[src/rtl/otp_read_pkg.sv]
package otp_read_pkg;
  typedef enum logic [3:0] {
    ST_IDLE,
    ST_UP_STBY,
    ST_UP_TRIM,
    ST_UP_EN,
    ST_ADDR,
    ST_CLK_HI,
    ST_CLK_LO,
    ST_OUT,
    ST_DN_EN,
    ST_DN_TRIM
  } seq_state_e;
endpackage

[src/rtl/otp_req_check.sv]
module otp_req_check #(
  parameter int FUSE_COUNT = 4096,
  parameter int AW = 12,
  parameter int CW = 13
) (
  input  logic [31:0]   offset_i,
  input  logic [31:0]   len_i,
  output logic          ok_o,
  output logic [AW-1:0] start_o,
  output logic [CW-1:0] count_o
);
  localparam logic [30:0] LIMIT = 31'(FUSE_COUNT);

  logic [29:0] start_w, count_w;
  logic [30:0] end_w;
  logic        aligned, nonneg, in_range;

  assign start_w  = offset_i[31:2];
  assign count_w  = len_i[31:2];
  assign end_w    = {1'b0, start_w} + {1'b0, count_w};
  assign aligned  = (offset_i[1:0] == 2'b00) && (len_i[1:0] == 2'b00);
  assign nonneg   = !offset_i[31] && !len_i[31];
  assign in_range = ({1'b0, start_w} < LIMIT) && (end_w <= LIMIT);
  assign ok_o     = aligned && nonneg && in_range;
  assign start_o  = start_w[AW-1:0];
  assign count_o  = count_w[CW-1:0];
endmodule

[src/rtl/otp_delay_timer.sv]
module otp_delay_timer #(
  parameter int TW = 12
) (
  input  logic          clk_i,
  input  logic          rst_ni,
  input  logic          load_i,
  input  logic [TW-1:0] load_val_i,
  output logic          zero_o
);
  logic [TW-1:0] cnt_q;

  always_ff @(posedge clk_i or negedge rst_ni) begin
    if (!rst_ni)              cnt_q <= '0;
    else if (load_i)          cnt_q <= load_val_i;
    else if (cnt_q != '0)     cnt_q <= cnt_q - TW'(1);
  end

  assign zero_o = (cnt_q == '0);
endmodule

[src/rtl/otp_read_seq.sv]
module otp_read_seq
  import otp_read_pkg::*;
#(
  parameter int FUSE_COUNT  = 4096,
  parameter int HI_CYCLES   = 2000,
  parameter int LO_CYCLES   = 500,
  parameter int STEP_CYCLES = 1,
  localparam int AW = $clog2(FUSE_COUNT)
) (
  input  logic          clk_i,
  input  logic          rst_ni,
  input  logic          req_valid_i,
  output logic          req_ready_o,
  input  logic [31:0]   req_offset_i,
  input  logic [31:0]   req_len_i,
  output logic          word_valid_o,
  input  logic          word_ready_i,
  output logic [31:0]   word_data_o,
  output logic          done_o,
  output logic          err_o,
  output logic [AW-1:0] fuse_addr_o,
  output logic          fuse_clk_o,
  output logic          fuse_en_o,
  output logic          fuse_trim_o,
  output logic          fuse_stby_no,
  input  logic [31:0]   fuse_dout_i
);
  localparam int CW   = $clog2(FUSE_COUNT + 1);
  localparam int MAXA = (HI_CYCLES > LO_CYCLES) ? HI_CYCLES : LO_CYCLES;
  localparam int MAXD = (MAXA > STEP_CYCLES) ? MAXA : STEP_CYCLES;
  localparam int TW   = $clog2(MAXD + 1);
  localparam logic [TW-1:0] HI_M1   = TW'(HI_CYCLES - 1);
  localparam logic [TW-1:0] LO_M1   = TW'(LO_CYCLES - 1);
  localparam logic [TW-1:0] STEP_M1 = TW'(STEP_CYCLES - 1);

  seq_state_e    state_q, state_d;
  logic          req_ok;
  logic [AW-1:0] req_start;
  logic [CW-1:0] req_count;
  logic [AW-1:0] idx_q, addr_q;
  logic [CW-1:0] rem_q;
  logic [31:0]   data_q;
  logic          valid_q, done_q, err_q;
  logic          clk_q, en_q, trim_q, stby_n_q;
  logic          tmr_load, tmr_zero;
  logic [TW-1:0] tmr_val;
  logic          accept, hshake, sample;

  otp_req_check #(.FUSE_COUNT(FUSE_COUNT), .AW(AW), .CW(CW)) u_check (
    .offset_i (req_offset_i),
    .len_i    (req_len_i),
    .ok_o     (req_ok),
    .start_o  (req_start),
    .count_o  (req_count)
  );

  otp_delay_timer #(.TW(TW)) u_timer (
    .clk_i      (clk_i),
    .rst_ni     (rst_ni),
    .load_i     (tmr_load),
    .load_val_i (tmr_val),
    .zero_o     (tmr_zero)
  );

  assign req_ready_o = (state_q == ST_IDLE);
  assign accept      = req_ready_o && req_valid_i;
  assign hshake      = (state_q == ST_OUT) && word_ready_i;
  assign sample      = (state_q == ST_CLK_LO) && tmr_zero;

  // Timed states last (load value + 1) cycles.
  always_comb begin
    state_d  = state_q;
    tmr_load = 1'b0;
    tmr_val  = STEP_M1;
    unique case (state_q)
      ST_IDLE: if (accept && req_ok) begin
        state_d = ST_UP_STBY; tmr_load = 1'b1;
      end
      ST_UP_STBY: if (tmr_zero) begin
        state_d = ST_UP_TRIM; tmr_load = 1'b1;
      end
      ST_UP_TRIM: if (tmr_zero) begin
        state_d = ST_UP_EN; tmr_load = 1'b1;
      end
      ST_UP_EN: if (tmr_zero) begin
        if (rem_q == '0) begin
          state_d = ST_DN_EN; tmr_load = 1'b1;
        end else begin
          state_d = ST_ADDR;
        end
      end
      ST_ADDR: begin
        state_d = ST_CLK_HI; tmr_load = 1'b1; tmr_val = HI_M1;
      end
      ST_CLK_HI: if (tmr_zero) begin
        state_d = ST_CLK_LO; tmr_load = 1'b1; tmr_val = LO_M1;
      end
      ST_CLK_LO: if (tmr_zero) state_d = ST_OUT;
      ST_OUT: if (word_ready_i) begin
        if (rem_q == CW'(1)) begin
          state_d = ST_DN_EN; tmr_load = 1'b1;
        end else begin
          state_d = ST_ADDR;
        end
      end
      ST_DN_EN: if (tmr_zero) begin
        state_d = ST_DN_TRIM; tmr_load = 1'b1;
      end
      ST_DN_TRIM: if (tmr_zero) state_d = ST_IDLE;
      default: state_d = ST_IDLE;
    endcase
  end

  always_ff @(posedge clk_i or negedge rst_ni) begin
    if (!rst_ni) begin
      state_q  <= ST_IDLE;
      idx_q    <= '0;
      addr_q   <= '0;
      rem_q    <= '0;
      data_q   <= '0;
      valid_q  <= 1'b0;
      done_q   <= 1'b0;
      err_q    <= 1'b0;
      clk_q    <= 1'b0;
      en_q     <= 1'b0;
      trim_q   <= 1'b0;
      stby_n_q <= 1'b0;
    end else begin
      state_q <= state_d;
      // Pins are a registered decode of the next state: glitch-free, ordered.
      stby_n_q <= (state_d != ST_IDLE);
      trim_q   <= !(state_d inside {ST_IDLE, ST_UP_STBY, ST_DN_TRIM});
      en_q     <= state_d inside {ST_UP_EN, ST_ADDR, ST_CLK_HI, ST_CLK_LO, ST_OUT};
      clk_q    <= (state_d == ST_CLK_HI);
      done_q   <= (state_q == ST_DN_TRIM) && tmr_zero;
      err_q    <= accept && !req_ok;
      if (accept && req_ok) begin
        idx_q <= req_start;
        rem_q <= req_count;
      end
      if (state_d == ST_ADDR)
        addr_q <= (state_q == ST_OUT) ? idx_q + AW'(1) : idx_q;
      if (sample) begin
        data_q  <= fuse_dout_i;
        valid_q <= 1'b1;
      end else if (hshake) begin
        valid_q <= 1'b0;
      end
      if (hshake) begin
        idx_q <= idx_q + AW'(1);
        rem_q <= rem_q - CW'(1);
      end
    end
  end

  assign word_valid_o = valid_q;
  assign word_data_o  = data_q;
  assign done_o       = done_q;
  assign err_o        = err_q;
  assign fuse_addr_o  = addr_q;
  assign fuse_clk_o   = clk_q;
  assign fuse_en_o    = en_q;
  assign fuse_trim_o  = trim_q;
  assign fuse_stby_no = stby_n_q;

  // Checker-side run length of the macro clock high phase.
  logic [31:0] hi_run;
  always_ff @(posedge clk_i or negedge rst_ni) begin
    if (!rst_ni)        hi_run <= '0;
    else if (fuse_clk_o) hi_run <= hi_run + 32'd1;
    else                 hi_run <= '0;
  end

  a_r1_idle_pins: assert property (@(posedge clk_i) disable iff (!rst_ni)
    req_ready_o |-> !fuse_en_o && !fuse_trim_o && !fuse_stby_no && !fuse_clk_o && !word_valid_o);
  a_r2_err_quiet: assert property (@(posedge clk_i) disable iff (!rst_ni)
    err_o |-> req_ready_o && !fuse_stby_no && !done_o);
  a_r5_trim_after_stby: assert property (@(posedge clk_i) disable iff (!rst_ni)
    $rose(fuse_trim_o) |-> fuse_stby_no && !fuse_en_o);
  a_r5_en_after_trim: assert property (@(posedge clk_i) disable iff (!rst_ni)
    $rose(fuse_en_o) |-> fuse_trim_o && fuse_stby_no);
  a_r6_clk_needs_en: assert property (@(posedge clk_i) disable iff (!rst_ni)
    fuse_clk_o |-> fuse_en_o);
  a_r6_addr_hold: assert property (@(posedge clk_i) disable iff (!rst_ni)
    fuse_clk_o && $past(fuse_clk_o) |-> $stable(fuse_addr_o));
  a_r6_hi_len: assert property (@(posedge clk_i) disable iff (!rst_ni)
    $fell(fuse_clk_o) |-> hi_run == HI_CYCLES);
  a_r7_hold: assert property (@(posedge clk_i) disable iff (!rst_ni)
    word_valid_o && !word_ready_i |=> word_valid_o && $stable(word_data_o));
  a_r7_no_clk_while_valid: assert property (@(posedge clk_i) disable iff (!rst_ni)
    word_valid_o |-> !fuse_clk_o && fuse_en_o);
  a_r8_trim_down: assert property (@(posedge clk_i) disable iff (!rst_ni)
    $fell(fuse_trim_o) |-> !fuse_en_o && fuse_stby_no);
  a_r8_done_stby: assert property (@(posedge clk_i) disable iff (!rst_ni)
    done_o |-> $fell(fuse_stby_no) && !err_o);
endmodule

[config.mk]
export PLATFORM = sky130hd
export DESIGN_NAME = otp_read_seq
export DESIGN_NICKNAME = d
export VERILOG_FILES = /design/src/rtl/otp_read_pkg.sv /design/src/rtl/otp_req_check.sv /design/src/rtl/otp_delay_timer.sv /design/src/rtl/otp_read_seq.sv
export SDC_FILE = /design/constraint.sdc
export NUM_CORES = 1
export LEC_CHECK = 0
export ABC_AREA = 1
export BUFFER_PORTS_ARGS = -buffer_cell sky130_fd_sc_hd__buf_4
export CORE_MARGIN = 4
export CORE_UTILIZATION = 56
export DETAILED_ROUTE_END_ITERATION = 10
export PLACE_DENSITY = 0.8
export SLEW_MARGIN = 20
export SYNTH_ARGS = -nofsm -noshare
export SYNTH_HDL_FRONTEND = slang
export SYNTH_SLANG_ARGS = --single-unit
export TNS_END_PERCENT = 10
[constraint.sdc]
create_clock -name clk_i -period 3.15 [get_ports clk_i]
set_clock_uncertainty 0.2 [all_clocks]
set_input_delay 0.63 -clock clk_i [delete_from_list [all_inputs] [get_ports clk_i]]
set_output_delay 0.63 -clock clk_i [all_outputs]
set_load 0.05 [all_outputs]
==> reports/qor.csv, run 1 <==
metric,value,unit
library cells used by synthesis,45,
ratio of cells with drive above 1 in the final layout,0.290,
Ys Warns,0,
Setup crit end kind,flip-flop,
HPWL Detailed,15600,um
Hold Fails Final Rpt,0,
Least-Margin Pin Slew,1.13,ns
gr usage total,0.260,
Most used DFF post-synth,dfrtp_1,
initial antenna violation count,0,
Net Sw Power,0.00101,W
total gr overflow,0,
Multi-input gate area,0.00448,mm2
Static Leak,5.30,nW
cts hold-fix bufs,0,
most frequent cells in the layout,"356 x nand2_1, 242 x buf_4, 152 x inv_1",
Sw Ratio,0.311,
first-pass GRT wire length,31100,um
clk_lat worst skew,0.34,ns
Tmin final,3.08,ns
core box area,0.0122,mm2
root buffer cell,clkbuf_16,
R2R setup slack,0.23,ns
"FF+latch count, synth",91,
Max Clk Rate,0.324,GHz
I/O pin count,152,
First-pass DRT Iterations,6,
"Core Util, Final",0.804,
residual DRC count,0,
nets,1443,
DR vias/cell,5.23,
Die H,120,um
die width,120,um
Critical Path Fanout Max,13,
Starting Density,0.581,
Placed Area,0.00904,mm2
worst reg2reg path startpoint,u_timer.cnt_q[0],
cts bufs inserted,9,
PD cells,332,mW/mm2
Max Cap Violations,0,
GP Congestion,0.946,
clock power share,0.302,
H-tree Lvls,3,
post-synthesis sequential area ratio,0.322,
combinational share of power,0.316,
worst vdd ir,0.000244,V
critical path required time,3.16,ns
Routed WL,20500,um
final worst setup slack,0.0682,ns
Layout fillers,877,
Synth Cell Area,0.00707,mm2
"Reg clk slew, reported paths",0.06,ns
Vias,7742,
"Worst Path Class, Setup",input port to flip-flop,
maximum root-to-sink buffer count,2,
"Design Area, Final",0.00978,mm2
Diodes inserted,0,
Hold Crit Class,input port to async pin,
DR iter-0 viols,453,
WL/cell,13.8,um
CTS tree,built,
largest net degree at the start of global routing,59,
post-synthesis cell count,1063,
reg-to-reg endpoint,fuse_addr_o[7],
CP arrival,3.09,ns
syn nets,1199,
internal power,0.00224,W
Worst R2R Path Depth,12,
Sequential Area,0.00228,mm2
status,finished clean,
count of pins over their slew limit,0,
WHS,0.0372,ns
startpoint class of the critical path,input port,
crit share post-route,0.978,
number of flops mapped to enable cells by yosys,0,
Seq pwr share,0.383,
"worst slack, placed",-0.438,ns
number of global-route vias before repair,6942,
I/O Buffers,151,
share of synthesized registers carrying an async set or reset,1.00,
Synth Area per Inst,6.65,um2
"most common cell after layout, fill and taps aside",nand2_1,
FP Rows,40,
Die Area,0.0145,mm2
Area growth syn-to-layout,38.3,%
Sink Count,91,
# setup viols final,0,
Post-DRT Antenna Nets,0,
Slew headroom,0.243,
==> area by class of cell <==
type | instances | share of cell area
Inverter | 157 | 0.0603
Sequential cell | 91 | 0.233
Clock inverter | 2 | 0.00102
Timing Repair Buffer | 249 | 0.199
Tap cell | 168 | 0.0215
Multi-Input combinational cell | 799 | 0.458
Clock buffer | 14 | 0.0270
==> power groups by stage <==
stage,Sequential (W),Combinational [W],Clock (W)
detailed placement,0.00126,0.000920,0
floorplan,0.00133,0.000429,0
global route,0.00125,0.00112,0.00104
global placement,0.00126,0.000906,0
CTS,0.00124,0.000924,0.000995
finish,0.00124,0.00103,0.000979
==> cell usage after synthesis (2+ instances only) <==
| library cell | instances | share of area |
|---|---|---|
| nor3_1 | 19 | 0.013 |
| buf_6 | 4 | 0.0064 |
| nor4_1 | 3 | 0.0027 |
| clkbuf_1 | 6 | 0.0032 |
| buf_2 | 4 | 0.0028 |
| nor2_1 | 108 | 0.057 |
| xnor2_1 | 4 | 0.0050 |
| mux2_2 | 32 | 0.051 |
| a21oi_1 | 30 | 0.021 |
| inv_1 | 152 | 0.081 |
| nand3b_1 | 5 | 0.0053 |
| o21bai_1 | 3 | 0.0032 |
| a31oi_1 | 4 | 0.0035 |
| dfrtp_1 | 91 | 0.32 |
| nor3_2 | 2 | 0.0028 |
| nand3_1 | 62 | 0.044 |
| nor2_2 | 7 | 0.0062 |
| inv_2 | 4 | 0.0021 |
| o21ai_1 | 9 | 0.0064 |
| xor2_1 | 16 | 0.020 |
| o21ai_0 | 47 | 0.033 |
| ha_1 | 35 | 0.062 |
| nand3_2 | 2 | 0.0028 |
| nand2_2 | 3 | 0.0027 |
| nand4_1 | 11 | 0.0097 |
| buf_4 | 3 | 0.0032 |
| nand2_1 | 379 | 0.20 |
==> cells by family (layout without fill, tap and decap cells) <==
family	count (synthesis)	in the layout	share of synthesized area
AO/OA/AOI/OAI	102	102	0.0791
XOR/XNOR	20	20	0.0248
adder cells (fa/ha/maj)	36	36	0.0648
buffers and inverters	174	422	0.0990
flip-flops	91	91	0.322
multiplexers	32	32	0.0510
AND/OR/NAND/NOR	608	609	0.359
==> worst max path at each step <==
stage | from | end | slack [ns] | cells past startpoint
floorplan | req_offset_i[2] | u_timer.cnt_q[1] | 0.07 | 18
global placement | req_offset_i[2] | fuse_addr_o[3] | -0.32 | 19
detailed placement | req_offset_i[2] | fuse_addr_o[7] | -0.44 | 21
CTS | req_offset_i[2] | idx_q[2] | 0.03 | 18
global route | req_offset_i[2] | u_timer.cnt_q[1] | -0.06 | 19
finish | req_offset_i[2] | rem_q[7] | 0.07 | 17
==> stage by stage <==
| stage | TNS [ns] | total power (W) | instances |
|---|---|---|---|
| 6_report | 0 | 0.00325 | 1480 |
| 5_1_grt | -0.910 | 0.00342 | 1480 |
| 4_1_cts | 0 | 0.00316 | 1474 |
| 3_5_place_dp | -17.17 | 0.00218 | 1457 |
| 3_3_place_gp | -13.80 | 0.00217 | 1457 |
| 2_1_floorplan | 0 | 0.00176 | 1063 |
==> what timing repair did <==
action                     in CTS  in global routing
setup endpoints to repair      22                 50
setup buffers                   1                  4
pin swaps                       1                 23
resized for setup               1                 72
gates cloned                    0                  2
==> worst max-delay path, cell delays in order <==
cell	delay, ns
buf_4	0.13
ha_4	0.16
fa_2	0.40
or2_4	0.25
nor2_1	0.10
nand3_1	0.11
nor2_2	0.13
nand3_1	0.07
nor2_1	0.11
nand3_1	0.11
nand2_1	0.11
nand2_2	0.07
nor2_4	0.13
nand3_4	0.18
nand2_8	0.15
clkbuf_16	0.17
o21ai_0	0.09
==> per-layer routing <==
metal	wire length [um]	global-route usage	up-vias
met2	10400	0.466	313
met3	1140	0.0276	49
li1	-	-	3850
met5	0	0	-
met1	8310	0.328	3530
met4	570	0.0850	0
==> state kept, by name, indices dropped and copies added, names as in the netlist <==
| name | count |
|---|---|
| word_data_o | 32 |
| rem_q | 13 |
| fuse_addr_o | 12 |
| idx_q | 12 |
| u_timer.cnt_q | 11 |
| state_q | 4 |
| done_o | 1 |
| err_o | 1 |
| fuse_clk_o | 1 |
| fuse_en_o | 1 |
| fuse_stby_no | 1 |
| fuse_trim_o | 1 |
| word_valid_o | 1 |
(Power assumes the default switching activity.)
==> run 2, diff against run 1 <==
Settings changed: CORE_UTILIZATION 56 to 57, CTS_BUF_LIST from default to sky130_fd_sc_hd__clkbuf_4 sky130_fd_sc_hd__clkbuf_8, PLACE_DENSITY 0.8 to 0.81.
==> reports/qor.csv, run 2 (synthesis results as in run 1) <==
metric,value,unit
HPWL Detailed,15400,um
Die H,119,um
maximum root-to-sink buffer count,2,
DR vias/cell,5.09,
root buffer cell,clkbuf_8,
"most common cell after layout, fill and taps aside",nand2_1,
largest net degree at the start of global routing,51,
Tmin final,3.06,ns
initial antenna violation count,0,
gr usage total,0.260,
count of pins over their slew limit,0,
CP arrival,3.15,ns
DR iter-0 viols,350,
Post-DRT Antenna Nets,0,
Diodes inserted,0,
startpoint class of the critical path,input port,
cells along the critical path,buf_4 -> ha_4 -> fa_2 -> or2_2 -> nor2_2 -> nand3_1 -> nor2_1 -> nand3_1 -> nor2_1 -> nand3_1 -> nand2_2 -> nand2_2 -> nor2_4 -> nand3_4 -> nand4_1 -> buf_6 -> clkbuf_16 -> nand2_1 -> nand2_1,
Slew headroom,0.313,
"Reg clk slew, reported paths",0.09,ns
status,finished clean,
CP dominant cell by count,nand3_1,
residual DRC count,0,
Max Clk Rate,0.327,GHz
Hold Crit Class,input port to async pin,
Hold Fails Final Rpt,0,
first-pass GRT wire length,31100,um
WL/cell,12.9,um
cts hold-fix bufs,0,
crit share post-route,0.972,
most frequent cells in the layout,"368 x nand2_1, 234 x buf_4, 152 x inv_1",
critical path required time,3.23,ns
max reg flops,32,
nets,1436,
"delay-heaviest family, CP",simple AND/OR/NAND/NOR gates,
I/O pin count,152,
CTS tree,built,
I/O Buffers,151,
ratio of cells with drive above 1 in the final layout,0.264,
cts bufs inserted,9,
Least-Margin Pin Slew,1.03,ns
Area growth syn-to-layout,33.6,%
core box area,0.0121,mm2
GP Congestion,0.929,
Routed WL,19000,um
number of global-route vias before repair,7086,
First-pass DRT Iterations,4,
Starting Density,0.586,
Die Area,0.0142,mm2
CP max stage delay,0.41,ns
"Core Util, Final",0.782,
PD cells,318,mW/mm2
Crit path buffers/inverters,3,
Setup crit end kind,flip-flop,
Layout fillers,947,
CP max-delay cell,fa_2,
FP Rows,40,
H-tree Lvls,3,
# setup viols final,0,
Static Leak,5.24,nW
Max Cap Violations,0,
"Worst Path Class, Setup",input port to flip-flop,
Critical Path Fanout Max,6,
total gr overflow,0,
worst vdd ir,0.000187,V
Vias,7497,
Sink Count,91,
Sum Neg Setup Slack,0,ns
clk_lat worst skew,0.35,ns
die width,119,um
-- run 2: worst reg2reg max path, cell delays in order, from the launching register on --
cell and delay [ns]:
dfrtp_1 0.39, inv_1 0.10, ha_1 0.23, nand3_2 0.12, nor3_2 0.25, nand2_2 0.19
clkinv_1 0.19, o22ai_2 0.10, nor3_1 0.43, nand4_1 0.19, buf_6 0.18, clkbuf_16 0.15
nand2_1 0.06, nand2_1 0.06
-- run 2: path summary, 6_finish.rpt --
kind | slack [ns] | depth (start not counted) | from | endpoint
setup / recovery | 0.09 | 19 | req_offset_i[2] | fuse_addr_o[1]
hold / removal | 0.06 | 1 | rst_ni | idx_q[11]
setup reg to reg | 0.21 | 13 | u_timer.cnt_q[0] | fuse_addr_o[1]
hold reg to reg | 0.27 | 2 | fuse_addr_o[5] | fuse_addr_o[5]
max in group asynchronous | 2.04 | 2 | rst_ni | state_q[0]
min in group clk_i | 0.27 | 2 | fuse_addr_o[5] | fuse_addr_o[5]
-- run 2: cell type report --
| class | count | area, um2 | share of cell area |
|---|---|---|---|
| Clock buffer | 13 | 166 | 0.0176 |
| Tap cell | 168 | 210 | 0.0223 |
| Inverter | 157 | 589 | 0.0624 |
| Clock inverter | 3 | 46.3 | 0.00491 |
| Multi-Input combinational cell | 798 | 4220 | 0.448 |
| Sequential cell | 91 | 2280 | 0.241 |
| Timing Repair Buffer | 243 | 1920 | 0.204 |
-- run 2: through the flow --
stage	instance area, um2	hold WS, ns	instances	setup WS, ns	power (W)
final	9440	0.0646	1473	0.0893	0.00301
after floorplan	7070	0.134	1063	0.0739	0.00176
after global placement	9040	0.256	1453	-0.262	0.00215
after CTS	9250	0.0728	1469	0.0629	0.00298
after detailed placement	9040	0.260	1453	-0.302	0.00217
after global routing	9440	0.103	1473	-0.0824	0.00318
-- run 2: metal layers --
metal	vias up	part of all wire	global-route usage	routed length, um
met3	34	0.047	0.0218	892
met1	3420	0.43	0.327	8110
met5	-	0	0	0
met2	203	0.50	0.460	9560
met4	0	0.025	0.105	475
li1	3840	-	-	-
-- run 2: timing repair --
action / in CTS / in global routing
resized for setup: 0 / 34
endpoints found under the setup margin: 0 / 51
setup buffers: 0 / 3
hold endpoints to repair: 0 / 0
-- run 2: power by group --
group	internal (W)	leakage (nW)	switching (W)	total, W
Combinational	0.000410	4.05	0.000532	0.000942
Sequential	0.00121	1.08	0.0000297	0.00124
Clock	0.000430	0.107	0.000394	0.000824
Total	0.00205	5.24	0.000956	0.00301
